`config.mk`:
```
export PLATFORM = sky130hd
export DESIGN_NAME = ddfs_phase_core
export DESIGN_NICKNAME = d
export VERILOG_FILES = /design/src/rtl/ddfs_pkg.sv /design/src/rtl/ddfs_fcw_hold.sv /design/src/rtl/ddfs_phase_acc.sv /design/src/rtl/ddfs_phase_fold.sv /design/src/rtl/ddfs_phase_core.sv
export SDC_FILE = /design/constraint.sdc
export NUM_CORES = 1
export LEC_CHECK = 0
export ABC_AREA = 1
export BUFFER_PORTS_ARGS = -buffer_cell sky130_fd_sc_hd__buf_2
export CORE_ASPECT_RATIO = 0.8
export CORE_MARGIN = 1
export CORE_UTILIZATION = 52
export CTS_CLUSTER_DIAMETER = 150
export DETAILED_ROUTE_END_ITERATION = 7
export PLACE_DENSITY = 0.87
export SLEW_MARGIN = 40
export SYNTH_ARGS = -nofsm -noshare
export SYNTH_HDL_FRONTEND = slang
export SYNTH_SLANG_ARGS = --single-unit
```
`constraint.sdc`:
```
create_clock -name clk -period 1.6 [get_ports clk]
set_input_delay 0.32 -clock clk [delete_from_list [all_inputs] [get_ports clk]]
set_output_delay 0.32 -clock clk [all_outputs]
set_load 0.01 [all_outputs]
```
`src/rtl/ddfs_pkg.sv`:
```
package ddfs_pkg;
    localparam int ACC_W    = 20;
    localparam int PHASE_W  = 11;
    localparam int COARSE_W = 4;
    localparam int FOLD_W   = PHASE_W - 1;
    localparam int FINE_W   = FOLD_W - COARSE_W;
    localparam int DROP_W   = ACC_W - PHASE_W;

    typedef logic [ACC_W-1:0]   acc_t;
    typedef logic [PHASE_W-1:0] phase_t;

    typedef struct packed {
        logic [COARSE_W-1:0] coarse;
        logic [FINE_W-1:0]   fine;
    } codes_t;

    // Expected codes for a truncated phase, written by half selection
    function automatic codes_t expect_codes(input phase_t p);
        logic [FOLD_W-1:0] lo;
        lo = p[FOLD_W-1:0];
        if (p[PHASE_W-1]) return codes_t'(~lo);
        else              return codes_t'(lo);
    endfunction
endpackage

```
`src/rtl/ddfs_fcw_hold.sv`:
```
module ddfs_fcw_hold
    import ddfs_pkg::*;
(
    input  logic clk,
    input  logic rst,
    input  acc_t word_i,
    output acc_t word_o
);
    always_ff @(posedge clk) begin
        if (rst) word_o <= '0;
        else     word_o <= word_i;
    end
endmodule

```
`src/rtl/ddfs_phase_acc.sv`:
```
module ddfs_phase_acc
    import ddfs_pkg::*;
(
    input  logic clk,
    input  logic rst,
    input  acc_t step_i,
    output acc_t phase_o
);
    acc_t sum;

    always_comb sum = phase_o + step_i;   // carry out of the top bit is dropped

    always_ff @(posedge clk) begin
        if (rst) phase_o <= '0;
        else     phase_o <= sum;
    end
endmodule

```
`src/rtl/ddfs_phase_fold.sv`:
```
module ddfs_phase_fold
    import ddfs_pkg::*;
(
    input  logic   clk,
    input  logic   rst,
    input  acc_t   phase_i,
    output codes_t codes_o
);
    phase_t            trunc;
    logic [FOLD_W-1:0] folded;

    always_comb trunc = phase_i[ACC_W-1:DROP_W];

    for (genvar b = 0; b < FOLD_W; b++) begin : g_xor
        assign folded[b] = trunc[b] ^ trunc[PHASE_W-1];
    end

    always_ff @(posedge clk) begin
        if (rst) codes_o <= '0;
        else     codes_o <= codes_t'(folded);
    end
endmodule

```
`src/rtl/ddfs_phase_core.sv`:
```
module ddfs_phase_core
    import ddfs_pkg::*;
(
    input  logic                clk,
    input  logic                rst,
    input  logic [ACC_W-1:0]    fcw_i,
    output logic [COARSE_W-1:0] coarse_o,
    output logic [FINE_W-1:0]   fine_o
);
    acc_t   fcw_q;
    acc_t   phase_q;
    codes_t codes_q;

    ddfs_fcw_hold u_hold (
        .clk    (clk),
        .rst    (rst),
        .word_i (fcw_i),
        .word_o (fcw_q)
    );

    ddfs_phase_acc u_acc (
        .clk     (clk),
        .rst     (rst),
        .step_i  (fcw_q),
        .phase_o (phase_q)
    );

    ddfs_phase_fold u_fold (
        .clk     (clk),
        .rst     (rst),
        .phase_i (phase_q),
        .codes_o (codes_q)
    );

    assign coarse_o = codes_q.coarse;
    assign fine_o   = codes_q.fine;

    // one cycle after reset all state is zero
    a_r1_reset_clear: assert property (@(posedge clk)
        $past(rst) |-> (phase_q == '0 && fcw_q == '0 && coarse_o == '0 && fine_o == '0));

    // held word follows the port with one edge of delay
    a_r3_word_capture: assert property (@(posedge clk) disable iff (rst)
        !$past(rst) |-> fcw_q == $past(fcw_i));

    // phase advances by the held word modulo 2^ACC_W
    a_r2_phase_wrap: assert property (@(posedge clk) disable iff (rst)
        !$past(rst) |-> acc_t'(phase_q - $past(phase_q)) == $past(fcw_q));

    // in the second half the coarse code mirrors the raw bits
    a_r5_mirror: assert property (@(posedge clk) disable iff (rst)
        (!$past(rst) && $past(phase_q[ACC_W-1]))
            |-> coarse_o == ~$past(phase_q[ACC_W-2 -: COARSE_W]));

    // both codes come from the phase held one edge earlier
    a_r6_codes_track: assert property (@(posedge clk) disable iff (rst)
        !$past(rst) |-> {coarse_o, fine_o} == expect_codes($past(phase_q[ACC_W-1:DROP_W])));
endmodule

```
---- Word level (Yosys, flattened, before mapping) ----
Index checks and enable logic that the tools add are counted.
word-level totals
  register bits after elaboration ......... 50
  input bits .............................. 22
  logic and storage cells ................. 15
cells by class
  $add $sub $neg .......................... 1
  bitwise gates (word level) .............. 10
operator list
  kind            count
  $add 20x20->20  1
  $xor 1x1->1     10

---- Longest topological paths before layout ----
Gate-level depths: netlist (run 1).
  depth after elaboration ................. 1
  depth in mapped cells ................... 12

---- Hierarchy ----
A second synthesis (run 1) with hierarchy kept.
second synthesis, totals
  cell total of the unflattened synthesis .. 380
  area total of the unflattened synthesis .. 2,615.0 sq um
modules (own cells, without submodules)
  module           instances  cells an instance  area each (sq um)  seq. area each (sq um)
  ddfs_phase_acc   1          265                1,657.8            400.4
  ddfs_fcw_hold    1          62                 573.0              400.4
  ddfs_phase_fold  1          53                 384.1              200.2

---- Least setup slack after synthesis (run 1) ----
OpenSTA, ideal clock, no wires.
  path kind ............................... reg2reg
  start point ............................. register u_hold.word_o[0]
  end point ............................... register u_acc.phase_o[16]
  arrival time ............................ 1.473 ns
  data required time ...................... 1.485 ns
  setup slack ............................. 0.012 ns
  stages on the path, launching flop included .. 11
  cells stage by stage .................... dfxtp_1 -> ha_1 -> fa_1 -> nand3_1 -> nand3_1 -> nand2_1 -> nand2_1 -> nand2_1 -> nand3_1 -> nand2_1 -> nor2_1
between the ends
  cells in the longest elaborated chain, start to end .. 1
ends and longest elaborated chain
  element                   line                  source
  start: declaration        ddfs_fcw_hold.sv:7    output acc_t word_o
  start signal: assignment  ddfs_fcw_hold.sv:11   else word_o <= word_i;
  $add 20x20->20            ddfs_phase_acc.sv:11  always_comb sum = phase_o + step_i;
  end signal: assignment    ddfs_phase_acc.sv:15  else phase_o <= sum;
  end: declaration          ddfs_phase_acc.sv:7   output acc_t phase_o
No other way between the ends.
A chain may end at the register's enable or synchronous reset.

---- Worst setup path after layout (run 1) ----
  start point ............................. register u_acc.phase_o[4]
  end point ............................... register u_acc.phase_o[17]
between the ends
  cells in the longest elaborated chain, start to end .. 1
ends and longest elaborated chain
  element         line
  $add 20x20->20  ddfs_phase_acc.sv:11
No other way between the ends.

==> results.cfg, run 1 <==
[yosys]
async_flop_share = 0
synth_compound_area_frac = 0.09175
synth-xor-area-share = 0.04100
yosys.area.top_type = dfxtp_1
synth-edff-count = 0
ys.warnings.count = 0
yosysSeqAreaShare = 0.3904
synth_nets = 401
synth.distinct_cells = 25
synth_area_sq_um = 2564
synth_flop_cell = dfxtp_1
ys_seq_elements = 50
synthSimpleGateAreaFrac = 0.2777
synthTopCellsByArea = dfxtp_1, nand2_1, ha_1
synthMuxAreaShare = 0
netlist_instances = 359
synth_top_family_by_area = simple AND/OR/NAND/NOR gates
synthAdderAreaFrac = 0.1005
yosysMostFrequentCell = nand2_1
synth_top_area_share = 0.3904
ys_top_cells_by_count = nand2_1, nor2_1, inv_1, dfxtp_1, a21oi_1
syn_avg_cell_area_sq_um = 7.141

[sta]
tightest_slew_ps = 522.4
slew_violations = 0
period_minus_slack_ps = 1599
rsz0062_at_grt = true
finalHoldViolations = 0
relSlewSlack = 0.6513
max_clock_freq_mhz = 625.3
setup_viol_count_final = 0
skew_ps = 11.20
fin_crit_sh = 0.9995

[worst_setup_path]
reg2reg_from = u_acc.phase_o[4]
crit_type = reg2reg
arrival_ps = 1790
cp_max_fo = 5
worstReg2RegEnd = u_acc.phase_o[17]
worstPathRequired_ps = 1790
crit_end = u_acc.phase_o[17]
reg2reg_depth = 10
r2r_slack_ps = 0.9
cp-end-kind = flop
start_kind = flop
startpoint = u_acc.phase_o[4]

[global_route]
gr-usage-all-layers = 0.2042
grt_antenna_before_repair = 0
grt_util_met2 = 0.3008
grt_util_met3 = 0.04930
grt_overflow = 0
grt_pass1_vias = 1925
grt_use_met1 = 0.2962
busiest_layer = met2
grt_pass1_wl_microns = 8224
grt_start_max_net_pins = 34

[place]
gp_congestion = 0.8849
hpwlAfterDp_microns = 3844
portBuffers = 31
dpl_cell_area_sq_um = 2808

[pwr]
leakage_nw = 1.559
power.density_nw_per_um2 = 972.7
vdd_drop_max_uv = 661.2
totalPowerFinal_mw = 3.128

[die]
fp.dieH_microns = 64.80
core_sq_um = 4652
start_util = 0.5511
ios = 32
die_x_microns = 80.51
row_count = 22
dieArea_sq_um = 5217

[finish]
layout-area-overhead-vs-synth_pct = 25.43
nFillCells = 353
final_util = 0.6912
layout.nets = 441
final_cell_area_sq_um = 3216
drive_above_1_share = 0.2707
diodes = 0

[detailed_routing]
via_per_inst = 5.072
drc = 0
first_iter_violations = 180
ant_nets = 0
firstDrtPassIters = 4
wirelength_microns = 5971
wl_per_cell_microns = 13.01
num_vias = 2328

[run]
maxCapViolCount = 0

[clock_network]
clk_latency_ps = 300
htreeDepth = 2
clkTransAtPathRegs_ps = 90
cts_tree = done
cts_buffers = 5
cts_sinks = 50
clock_path_buffers = 2
cts_root_buf = clkbuf_8
cts-hold-fix-buffers = 0

[run_status]
status = complete, no violations

[min_path]
hold_class = in2reg
[power breakdown]
group	switching [mW]	total, mW	internal (mW)
clock	0.402	0.696	0.295
combinational	0.518	0.943	0.425
sequential	0.102	1.49	1.39
total	1.02	3.13	2.11
[registers in the layout, indices dropped and copies added, names as in the netlist]
signal          cells
u_hold.word_o      20
u_acc.phase_o      20
u_fold.codes_o     10
[cell type report]
type                       instances  area [sq um]  share of cell area
sequential                        50          1003              0.3121
clock buffer                       5         68.82             0.02140
tap                               60         75.07             0.02335
timing repair buffer              39         215.2             0.06693
inverter                          59         221.5             0.06887
multi-input combinational        244          1622              0.5043
clock inverter                     2         10.01            0.003113
[worst max-delay path, cell delays in order (launching register included)]
cell     delay, ps
dfxtp_1        340
ha_4           300
nand2_1         60
nand2_1        130
inv_1           90
nand2_1         80
nand2_1         50
nand3_1        140
nand2_1        100
a21oi_1        140
nor2_1          60
[how the worst min path moves through the flow]
stage / from / endpoint / depth (start not counted)
final: fcw_i[13] / u_hold.word_o[13] / 3
after global routing: fcw_i[2] / u_hold.word_o[2] / 3
after CTS: fcw_i[1] / u_hold.word_o[1] / 3
after detailed placement: u_acc.phase_o[11] / u_fold.codes_o[2] / 2
after global placement: u_acc.phase_o[11] / u_fold.codes_o[2] / 2
after floorplan: fcw_i[0] / u_hold.word_o[0] / 2
[what timing repair did]
item	CTS	global route
endpoints found under the setup margin	7	14
buffers inserted	0	2
gates resized for setup	3	51
pin swaps	0	9
[metrics by stage]
| step | hold slack, ps | cells | TNS, ps | setup slack [ps] |
|---|---|---|---|---|
| global route | 220.7 | 459 | -613.0 | -118.6 |
| global placement | 487.7 | 450 | -49.68 | -31.15 |
| CTS | 216.2 | 457 | 0 | 2.646 |
| finish | 220.3 | 459 | 0 | 0.8740 |
| detailed placement | 502.2 | 450 | -201.2 | -80.28 |
| floorplan | 427.0 | 359 | 0 | 11.67 |
[layer usage]
metal / wire (microns) / share of wire
met1: 2762 / 0.46
met5: 0 / 0
met3: 399 / 0.067
met2: 2740 / 0.46
met4: 68 / 0.011
[kinds of logic (layout without fill, tap and decap cells)]
| family | count (synthesis) | after routing |
|---|---|---|
| XOR/XNOR | 12 | 12 |
| adder cells (fa/ha/maj) | 20 | 20 |
| AO/OA/AOI/OAI | 43 | 43 |
| AND/OR/NAND/NOR | 169 | 169 |
| buffers and inverters | 65 | 105 |
| flip-flops | 50 | 50 |
[layout by cell type, fill, tap and decap left out, drive strengths merged, types with 2 or more instances in the layout]
master  instances
nand2          81
nor2           64
inv            59
dfxtp          50
buf            39
a21oi          28
ha             19
nand3          18
o21ai          13
xnor2          12
clkbuf          5
nor4            2
nor3            2
o21bai          2
clkinv          2
(Power assumes the default switching activity.)
==> run 2: changes to the inputs <==
--- a/config.mk
+++ b/config.mk
@@ -5,14 +5,13 @@
 export SDC_FILE = /design/constraint.sdc
 export NUM_CORES = 1
 export LEC_CHECK = 0
-export ABC_AREA = 1
 export BUFFER_PORTS_ARGS = -buffer_cell sky130_fd_sc_hd__buf_2
 export CORE_ASPECT_RATIO = 0.8
 export CORE_MARGIN = 1
-export CORE_UTILIZATION = 52
+export CORE_UTILIZATION = 51
 export CTS_CLUSTER_DIAMETER = 150
 export DETAILED_ROUTE_END_ITERATION = 7
-export PLACE_DENSITY = 0.87
+export PLACE_DENSITY = 0.86
 export SLEW_MARGIN = 40
 export SYNTH_ARGS = -nofsm -noshare
 export SYNTH_HDL_FRONTEND = slang
==> results.cfg, run 2 <==
[place]
portBuffers = 31
hpwlAfterDp_microns = 4016
gp_congestion = 0.8871
dp_cells = 391

[die]
core_sq_um = 4597
ios = 32
dieArea_sq_um = 5074
row_count = 22
start_util = 0.5316
fp.dieH_microns = 63.91
die_x_microns = 79.39

[detailed_routing]
ant_nets = 0
wl_per_cell_microns = 19.61
num_vias = 2510
via_per_inst = 6.019
firstDrtPassIters = 5
drc = 0
wirelength_microns = 8179
first_iter_violations = 330

[global_route]
grt_pass1_vias = 2292
grt_pass1_wl_microns = 11070
grt_antenna_before_repair = 0
grt_start_max_net_pins = 20
gr-usage-all-layers = 0.2911
grt_overflow = 0

[pwr]
leakage_nw = 1.533
totalPowerFinal_mw = 4.497
vdd_drop_max_uv = 797.7
power.density_nw_per_um2 = 1230

[sta]
slew_violations = 0
fin_crit_sh = 1.368
setup_viol_count_final = 16
relSlewSlack = 0.6889
rsz0062_at_grt = true
max_clock_freq_mhz = 456.9
finalHoldViolations = 0
tightest_slew_ps = 464.7
fin_hold_ws_ps = 196.0
final.setup.worst_slack_ps = -588.6
period_minus_slack_ps = 2189
skew_ps = 15.23

[min_path]
holdPathStages = 2
holdPathEnd = u_hold.word_o[8]
hold_class = in2reg
worstHoldStart = fcw_i[8]

[yosys]
synthTopCellsByArea = dfxtp_1, ha_1, nor2b_1
syn_avg_cell_area_sq_um = 9.435
synth_area_sq_um = 2444
ys.warnings.count = 0
netlist_instances = 259
async_flop_share = 0
synth_top_area_share = 0.4096
yosys.area.top_type = dfxtp_1
ys_top_cells_by_count = dfxtp_1, nor2_1, nor2b_1, ha_1, a21oi_1
synth_nets = 301
synth-edff-count = 0
yosysMostFrequentCell = dfxtp_1
yosysSeqAreaShare = 0.4096
ys_seq_elements = 50
synth.distinct_cells = 51
synth_flop_cell = dfxtp_1

[worst_setup_path]
max_stage_delay_ps = 370
worstReg2RegEnd = u_acc.phase_o[18]
crit_type = reg2reg
arrival_ps = 2400
reg2reg_from = u_acc.phase_o[0]
crit_slowest_cell = fa_2
start_kind = flop
reg2reg_depth = 7
cp-end-kind = flop
r2r_slack_ps = -590
crit_chain = ha_4, fa_2, a211oi_4, o211ai_2, a31o_1, a21oi_2, mux2_4
worstPathRequired_ps = 1810
cp_max_fo = 2

[finish]
drive_above_1_share = 0.4734
final_common_cell = buf_4
final_cell_mix = buf_4, dfxtp_1, nor2_1
diodes = 0
nFillCells = 221
layout.nets = 398
layout-area-overhead-vs-synth_pct = 49.67
reg_top3 = u_acc.phase_o: 20 flops, u_hold.word_o: 20 flops, u_fold.codes_o: 10 flops
stdcell_count = 417

[run_status]
status = finished with violations
violations = setup timing

[clock_network]
cts_buffers = 5
cts_sinks = 50
htreeDepth = 2
cts_tree = done
clock_path_buffers = 2
cts-hold-fix-buffers = 0
cts_root_buf = clkbuf_8
clk_latency_ps = 320
clkTransAtPathRegs_ps = 90

[run]
maxCapViolCount = 0
==> run 2: changes by cell type in the layout (fill, tap and decap cells not counted), moves of 8 or more <==
cell	change
nand2_1	-61
inv_1	-54
buf_4	+52
nor2_1	-23
nor2b_1	+23
a21oi_1	-15
nand2_2	-11
buf_6	+10
nand3_1	-10
xor2_1	+10
ha_4	-9
o21ai_0	-9
nor3_1	+8
==> run 2: area by class of cell <==
class	count	area (sq um)	share of cell area
Tap cell	60	75.07	0.02053
Multi-Input combinational cell	196	1735	0.4745
Clock buffer	8	110.1	0.03011
Inverter	2	7.507	0.002053
Sequential cell	50	1011	0.2764
Timing Repair Buffer	101	718.2	0.1964
==> run 2: worst max-delay path by stage <==
stage,end,from,cells after the start,slack [ps]
3_3_place_gp,u_acc.phase_o[18],u_hold.word_o[0],7,-460
3_5_place_dp,u_acc.phase_o[18],u_hold.word_o[0],7,-580
2_1_floorplan,u_acc.phase_o[18],u_hold.word_o[0],7,-440
6_report,u_acc.phase_o[18],u_acc.phase_o[0],7,-590
5_1_grt,u_acc.phase_o[18],u_acc.phase_o[0],7,-630
4_1_cts,u_acc.phase_o[18],u_hold.word_o[0],7,-450
==> run 2: logic make-up after synthesis <==
kind of cell | count (synthesis) | share of synthesized area
xor+xnor | 23 | 0.08244
mux | 2 | 0.008704
simple gates | 96 | 0.2023
flops | 50 | 0.4096
compound gates | 55 | 0.1679
buf+inv | 13 | 0.02355
fa+ha+maj | 20 | 0.1055
==> run 2: what timing repair did <==
| item | in CTS | in global routing |
|---|---|---|
| endpoints found under the setup margin | 16 | 16 |
| pin swaps | 24 | 25 |
| gates resized for setup | 47 | 26 |
| cloned | 0 | 0 |
| setup buffers | 11 | 11 |
| hold endpoints to repair | 0 | 0 |
==> run 2: stage by stage <==
| stage | cell area (sq um) | setup WS, ps | utilization | TNS (ps) |
|---|---|---|---|---|
| after detailed placement | 3063 | -579.7 | 0.6663 | -3592 |
| after global placement | 3063 | -456.2 | 0.6663 | -2718 |
| after global routing | 3657 | -634.2 | 0.7956 | -7394 |
| final | 3657 | -588.6 | 0.7956 | -6630 |
| after CTS | 3491 | -454.7 | 0.7594 | -4175 |
| after floorplan | 2504 | -439.3 | - | -1505 |
==> run 2: metal layers <==
| layer | part of all wire | GRT usage | vias up |
|---|---|---|---|
| li1 | - | - | 1113 |
| met1 | 0.42 | 0.3402 | 1181 |
| met2 | 0.46 | 0.4828 | 168 |
| met3 | 0.081 | 0.07429 | 48 |
| met4 | 0.045 | 0.1659 | 0 |
| met5 | 0 | 0 | - |
==> run 2: power breakdown <==
group | total (mW) | internal, mW | switching, mW
sequential | 1.61 | 1.48 | 0.130
combinational | 2.01 | 0.997 | 1.02
clock | 0.869 | 0.437 | 0.432
==> run 2: critical path: cells and delay by family (launching register included) <==
family	cells	cell delay, ps
multiplexers	1	330
adder cells (fa/ha/maj)	2	530
AO/OA/AOI/OAI	4	880
flip-flops	1	340
